## src/rtl/pll_mode_pkg.sv

```systemverilog
package pll_mode_pkg;

    localparam int CTRL_W       = 4;
    localparam int CTRL_OFF_BIT = 2;
    localparam int CTRL_CLR_BIT = 3;
    localparam logic ADDR_MULT  = 1'b0;
    localparam logic ADDR_CTRL  = 1'b1;

    typedef enum logic [1:0] {
        MODE_OFF     = 2'd0,
        MODE_BYPASS  = 2'd1,
        MODE_LOCKING = 2'd2,
        MODE_ENABLED = 2'd3
    } pll_mode_e;

    typedef struct packed {
        logic mult_wr;   // accepted multiplier write
        logic ctrl_wr;   // accepted control write
        logic reject;    // illegal write seen
        logic err_clr;   // clear request on the error flag
    } wr_dec_t;

    function automatic logic [2:0] ratio_of(input logic [1:0] sel, input logic pll_active);
        logic [2:0] r;
        case (sel)
            2'd2:    r = 3'd2;
            2'd3:    r = pll_active ? 3'd4 : 3'd1;
            default: r = 3'd4;
        endcase
        return r;
    endfunction

endpackage

```

## src/rtl/pll_wr_check.sv

```systemverilog
module pll_wr_check
    import pll_mode_pkg::*;
#(
    parameter int MULT_W = 4,
    parameter int DATA_W = 4
) (
    input  logic              wr_en,
    input  logic              wr_addr,
    input  logic [DATA_W-1:0] wr_data,
    input  pll_mode_e         mode,
    input  logic [MULT_W-1:0] mult_q,
    input  logic [1:0]        sel_q,
    input  logic              off_q,
    output wr_dec_t           dec,
    output logic [MULT_W-1:0] new_mult,
    output logic [1:0]        new_sel,
    output logic              new_off
);

    logic mult_bad;
    logic ctrl_bad;
    logic sel_moves;

    always_comb begin
        new_mult  = wr_data[MULT_W-1:0];
        new_sel   = wr_data[1:0];
        new_off   = wr_data[CTRL_OFF_BIT];
        sel_moves = (new_sel != sel_q);

        mult_bad = (sel_q != 2'd0) || off_q;
        ctrl_bad = (sel_moves && mode == MODE_LOCKING)
                || (new_off && mult_q != '0)
                || (mode == MODE_ENABLED && new_sel == 2'd3);

        dec.mult_wr = wr_en && (wr_addr == ADDR_MULT) && !mult_bad;
        dec.ctrl_wr = wr_en && (wr_addr == ADDR_CTRL) && !ctrl_bad;
        dec.reject  = wr_en && ((wr_addr == ADDR_MULT) ? mult_bad : ctrl_bad);
        dec.err_clr = wr_en && (wr_addr == ADDR_CTRL) && wr_data[CTRL_CLR_BIT];
    end

endmodule

```

## src/rtl/pll_cfg_regs.sv

```systemverilog
module pll_cfg_regs
    import pll_mode_pkg::*;
#(
    parameter int MULT_W = 4
) (
    input  logic              clk,
    input  logic              rst,
    input  wr_dec_t           dec,
    input  logic [MULT_W-1:0] new_mult,
    input  logic [1:0]        new_sel,
    input  logic              new_off,
    output logic [MULT_W-1:0] mult_q,
    output logic [1:0]        sel_q,
    output logic              off_q,
    output logic              err_q
);

    always_ff @(posedge clk) begin
        if (rst) begin
            mult_q <= '0;
            sel_q  <= 2'd0;
            off_q  <= 1'b0;
            err_q  <= 1'b0;
        end else begin
            if (dec.mult_wr) begin
                mult_q <= new_mult;
            end
            if (dec.ctrl_wr) begin
                sel_q <= new_sel;
                off_q <= new_off;
            end
            if (dec.reject) begin
                err_q <= 1'b1;
            end else if (dec.err_clr) begin
                err_q <= 1'b0;
            end
        end
    end

    AST_REJECT_KEEPS: assert property (@(posedge clk) disable iff (rst)
        dec.reject |=> ($stable(mult_q) && $stable(sel_q) && $stable(off_q)));
    AST_ERR_STICKY: assert property (@(posedge clk) disable iff (rst)
        (err_q && !dec.err_clr) |=> err_q);
    AST_OFF_ZERO_MULT: assert property (@(posedge clk) disable iff (rst)
        off_q |-> (mult_q == '0));

endmodule

```

## src/rtl/pll_mode_fsm.sv

```systemverilog
module pll_mode_fsm
    import pll_mode_pkg::*;
#(
    parameter int MULT_W = 4
) (
    input  logic              clk,
    input  logic              rst,
    input  wr_dec_t           dec,
    input  logic [MULT_W-1:0] new_mult,
    input  logic              new_off,
    input  logic              lock_i,
    output pll_mode_e         mode,
    output logic              lock_sts
);

    pll_mode_e mode_n;
    logic      lock_n;
    logic      lock_d;
    logic      lock_rise;

    assign lock_rise = lock_i && !lock_d;

    always_comb begin
        mode_n = mode;
        lock_n = lock_sts;
        if (mode == MODE_LOCKING && lock_rise) begin
            mode_n = MODE_ENABLED;
            lock_n = 1'b1;
        end
        if (dec.ctrl_wr) begin
            if (new_off) begin
                mode_n = MODE_OFF;
            end else if (mode == MODE_OFF) begin
                mode_n = MODE_BYPASS;
            end
        end
        if (dec.mult_wr) begin
            mode_n = (new_mult != '0) ? MODE_LOCKING : MODE_BYPASS;
            lock_n = 1'b0;
        end
    end

    always_ff @(posedge clk) begin
        if (rst) begin
            mode     <= MODE_BYPASS;
            lock_sts <= 1'b0;
            lock_d   <= 1'b0;
        end else begin
            mode     <= mode_n;
            lock_sts <= lock_n;
            lock_d   <= lock_i;
        end
    end

    AST_LOCKING_NO_STS: assert property (@(posedge clk) disable iff (rst)
        (mode == MODE_LOCKING) |-> !lock_sts);
    AST_RISE_ENABLES: assert property (@(posedge clk) disable iff (rst)
        (mode == MODE_LOCKING && lock_rise && !dec.mult_wr && !dec.ctrl_wr)
        |=> (mode == MODE_ENABLED));
    AST_MULT_WR_CLEARS: assert property (@(posedge clk) disable iff (rst)
        dec.mult_wr |=> !lock_sts);

endmodule

```

## src/rtl/pll_mode_ctrl.sv

```systemverilog
module pll_mode_ctrl
    import pll_mode_pkg::*;
#(
    parameter int MULT_W = 4,
    localparam int DATA_W = (MULT_W > CTRL_W) ? MULT_W : CTRL_W
) (
    input  logic              clk,
    input  logic              rst,
    input  logic              wr_en,
    input  logic              wr_addr,
    input  logic [DATA_W-1:0] wr_data,
    input  logic              pll_lock_i,
    output logic [1:0]        mode_o,
    output logic              pll_clk_sel_o,
    output logic [2:0]        div_ratio_o,
    output logic [MULT_W-1:0] mult_o,
    output logic              lock_sts_o,
    output logic              err_o
);

    wr_dec_t           dec;
    logic [MULT_W-1:0] new_mult;
    logic [1:0]        new_sel;
    logic              new_off;
    logic [MULT_W-1:0] mult_q;
    logic [1:0]        sel_q;
    logic              off_q;
    logic              err_q;
    pll_mode_e         mode;
    logic              lock_sts;

    pll_wr_check #(.MULT_W(MULT_W), .DATA_W(DATA_W)) u_check (
        .wr_en    (wr_en),
        .wr_addr  (wr_addr),
        .wr_data  (wr_data),
        .mode     (mode),
        .mult_q   (mult_q),
        .sel_q    (sel_q),
        .off_q    (off_q),
        .dec      (dec),
        .new_mult (new_mult),
        .new_sel  (new_sel),
        .new_off  (new_off)
    );

    pll_cfg_regs #(.MULT_W(MULT_W)) u_regs (
        .clk      (clk),
        .rst      (rst),
        .dec      (dec),
        .new_mult (new_mult),
        .new_sel  (new_sel),
        .new_off  (new_off),
        .mult_q   (mult_q),
        .sel_q    (sel_q),
        .off_q    (off_q),
        .err_q    (err_q)
    );

    pll_mode_fsm #(.MULT_W(MULT_W)) u_fsm (
        .clk      (clk),
        .rst      (rst),
        .dec      (dec),
        .new_mult (new_mult),
        .new_off  (new_off),
        .lock_i   (pll_lock_i),
        .mode     (mode),
        .lock_sts (lock_sts)
    );

    assign mode_o        = mode;
    assign pll_clk_sel_o = (mode == MODE_ENABLED);
    assign div_ratio_o   = ratio_of(sel_q, mode == MODE_ENABLED);
    assign mult_o        = mult_q;
    assign lock_sts_o    = lock_sts;
    assign err_o         = err_q;

    AST_NO_DIV1_ENABLED: assert property (@(posedge clk) disable iff (rst)
        pll_clk_sel_o |-> (div_ratio_o != 3'd1));
    AST_PLL_CLK_NEEDS_LOCK: assert property (@(posedge clk) disable iff (rst)
        pll_clk_sel_o |-> lock_sts_o);
    AST_OFF_RAW_CLK: assert property (@(posedge clk) disable iff (rst)
        (mode_o == 2'd0) |-> (!pll_clk_sel_o && mult_o == '0));

endmodule

```

## config.mk

```make
export PLATFORM = sky130hd
export DESIGN_NAME = pll_mode_ctrl
export DESIGN_NICKNAME = d
export VERILOG_FILES = /design/src/rtl/pll_mode_pkg.sv /design/src/rtl/pll_wr_check.sv /design/src/rtl/pll_cfg_regs.sv /design/src/rtl/pll_mode_fsm.sv /design/src/rtl/pll_mode_ctrl.sv
export SDC_FILE = /design/constraint.sdc
export NUM_CORES = 1
export LEC_CHECK = 0
export ABC_AREA = 0
export BUFFER_PORTS_ARGS = -buffer_cell sky130_fd_sc_hd__clkbuf_2
export CAP_MARGIN = 20
export CORE_AREA = 10 10 47 49
export CTS_CLUSTER_DIAMETER = 200
export DETAILED_ROUTE_END_ITERATION = 12
export DIE_AREA = 0 0 57 59
export PLACE_DENSITY = 0.84
export SLEW_MARGIN = 20
export SYNTH_ARGS = -nofsm -noshare
export SYNTH_HDL_FRONTEND = slang
export SYNTH_HIERARCHICAL = 1
export SYNTH_SLANG_ARGS = --single-unit
```

## constraint.sdc

```tcl
create_clock -name clk -period 2.5 [get_ports clk]
set_input_delay 0.375 -clock clk [delete_from_list [all_inputs] [get_ports clk]]
set_output_delay 0.375 -clock clk [all_outputs]
set_load 0.05 [all_outputs]
```

==> metrics <==
Post-route DRC 0; Worst slew margin 53.5%; area of the core 1400 sq um; max-slew violations 0; Unique masters post-synth 28; WP data required approximately 2700 ps; DIE HEIGHT a little under 60 um; CTS Root Cell clkbuf_4; largest net degree at the start of global routing 12; GP Congestion a little over 0.8; leakage about 0.00032 uW; CP arrival slightly above 2000 ps; Tightest Hold Check Type in -> reg; nets 94; Final Cycle Share 76.4%; Final Util between 50% and 60%; Buffers on Ports 20; DR vias 506; IO Pins 21; number of global-route vias before repair 509; Clock transition at path regs 70 ps; DR vias/cell about 5.1; Combinational Power Share 24.7%; initial DRC count 5; Num CTS Buffers 3; fmax about 0.52 GHz; Post-Syn Area between 600 and 700 sq um; global route overflow 0; Skew-Pair Late Insertion Delay between 200 and 300 ps; most common cell after layout, fill and taps aside clkbuf_2; Seq/Total Area, Yosys between 30% and 40%; number of routed nets with antenna violations 0; #FFs+latches synth 12; Hold Fails Final Rpt 0; Post-Syn Nets between 70 and 80; clk sinks 12; die boundary width ~57 um; Setup Fix Bufs, Post-CTS 0; Clock Path Buffers 2; Period minus WS final around 1900 ps; RSZ-0062 raised after global routing false; share of post-route cells with drive strength above 1 approximately a third; startpoint types flop; VDD IR-drop max roughly 330 uV; crit path kind reg -> reg; crit-path max FO 5; Worst-Margin Slew 692 ps; # diodes 0; Clock Power Share about a quarter; Setup violations, final 0; cells after synthesis 69; Max Cap Viol 0; switch share between 30% and 40%; first-pass GRT wire length about 2.1 mm; P_sw between 100 and 150 uW; H-tree depth 1; Reg power frac 49.2%; Ys Warns 6; TritonRoute pass-1 iters 4; site row count 14; TNS Setup 0 ps; Internal Power between 200 and 300 uW; most frequent cells in the layout clkbuf_2, dfxtp_1, nor2_1; outcome completed; WL per Instance about 13 um; drt total wl between 1 and 1.5 mm; area delta synth->final 12.8%; CTS tree built; initial antenna violation count 0; cts hold-fix bufs 0; post-CTS sizing 0; die area ~3400 sq um; syn avg cell area roughly 9.1 sq um; Setup crit end kind flop; Initial Utilization between 40 and 50%; total track usage 7.77%; clk_skew ~8 ps; PwrDens between 600 and 700 nW/um^2
[power groups by stage]
stage	Sequential [uW]	Clock (uW)	Combinational [uW]
after CTS	217	119	110
after global placement	221	0	109
after floorplan	247	0	64.0
after detailed placement	221	0	110
final	217	115	109
after global routing	219	131	118
[path summary, 6_finish.rpt]
kind                                      end  cells after the start             start  slack [ps]
worst max-delay path            u_fsm/mode[1]                      5  u_regs/mult_q[1]         590
worst min-delay path             u_fsm/lock_d                      2        pll_lock_i         340
worst max register to register  u_fsm/mode[1]                      5  u_regs/mult_q[1]         590
worst min register to register   u_regs/err_q                      2      u_regs/err_q         470
[area by class of cell]
class | count | area, sq um
clock buffer | 3 | 22.5
timing repair buffer | 20 | 100
sequential | 12 | 240
tap | 16 | 20.0
inverter | 2 | 7.51
multi-input combinational | 46 | 317
fill | 154 | 694
[Yosys cell counts, drive strengths merged]
library cell / n / area share (%)
clkbuf: 1 / 0.80
nor3b: 1 / 1.2
o31ai: 1 / 1.2
o41ai: 1 / 2.6
inv: 2 / 1.2
nand2: 3 / 1.8
nand3: 2 / 1.6
o21a: 1 / 1.2
nand2b: 2 / 2.0
nor2: 10 / 6.4
nor3: 1 / 0.80
mux2i: 7 / 11
o211a: 1 / 1.6
nor2b: 3 / 3.0
dfxtp: 12 / 38
or4: 1 / 1.8
and2: 1 / 1.4
nor4: 1 / 1.0
a21oi: 3 / 2.4
xnor2: 2 / 2.8
buf: 8 / 9.2
and3: 1 / 1.2
and3b: 1 / 1.4
nor4bb: 1 / 1.6
a31o: 1 / 1.4
nand4: 1 / 1.0
[worst max-delay path, cell delays in order, from the launching register on]
cell	delay [ps]
dfxtp_1	330
o41ai_2	370
nand3_1	140
nor3_1	560
nand2_1	160
a31o_1	250
[through the flow]
| stage | total power, uW | setup slack (ps) | std cells | instance area, sq um | hold slack (ps) |
|---|---|---|---|---|---|
| floorplan | 311 | 613 | 69 | 627 | 447 |
| global placement | 330 | 638 | 96 | 684 | 458 |
| detailed placement | 331 | 581 | 96 | 684 | 452 |
| CTS | 446 | 600 | 99 | 707 | 332 |
| global route | 468 | 458 | 99 | 707 | 343 |
| finish | 441 | 591 | 99 | 707 | 341 |
[sequential cells by signal, indices dropped and copies added (netlist names)]
register	count
u_fsm/lock_sts	1
u_regs/off_q	1
u_fsm/mode	2
u_regs/err_q	1
u_fsm/lock_d	1
u_regs/mult_q	4
u_regs/sel_q	2
[logic make-up after synthesis]
kind of cell,count (synthesis),synth area share [%]
multiplexers,7,11.2
AO/OA/AOI/OAI,8,10.4
flip-flops,12,38.3
XOR/XNOR,2,2.79
AND/OR/NAND/NOR,29,26.1
buffers and inverters,11,11.2
[layer usage]
metal | share of wire, % | track usage (%)
met5 | 0 | 0
met4 | 1.4 | 3.02
met3 | 6.9 | 3.65
met2 | 48 | 12.4
met1 | 44 | 8.76
Power figures use the tool's default switching activity.
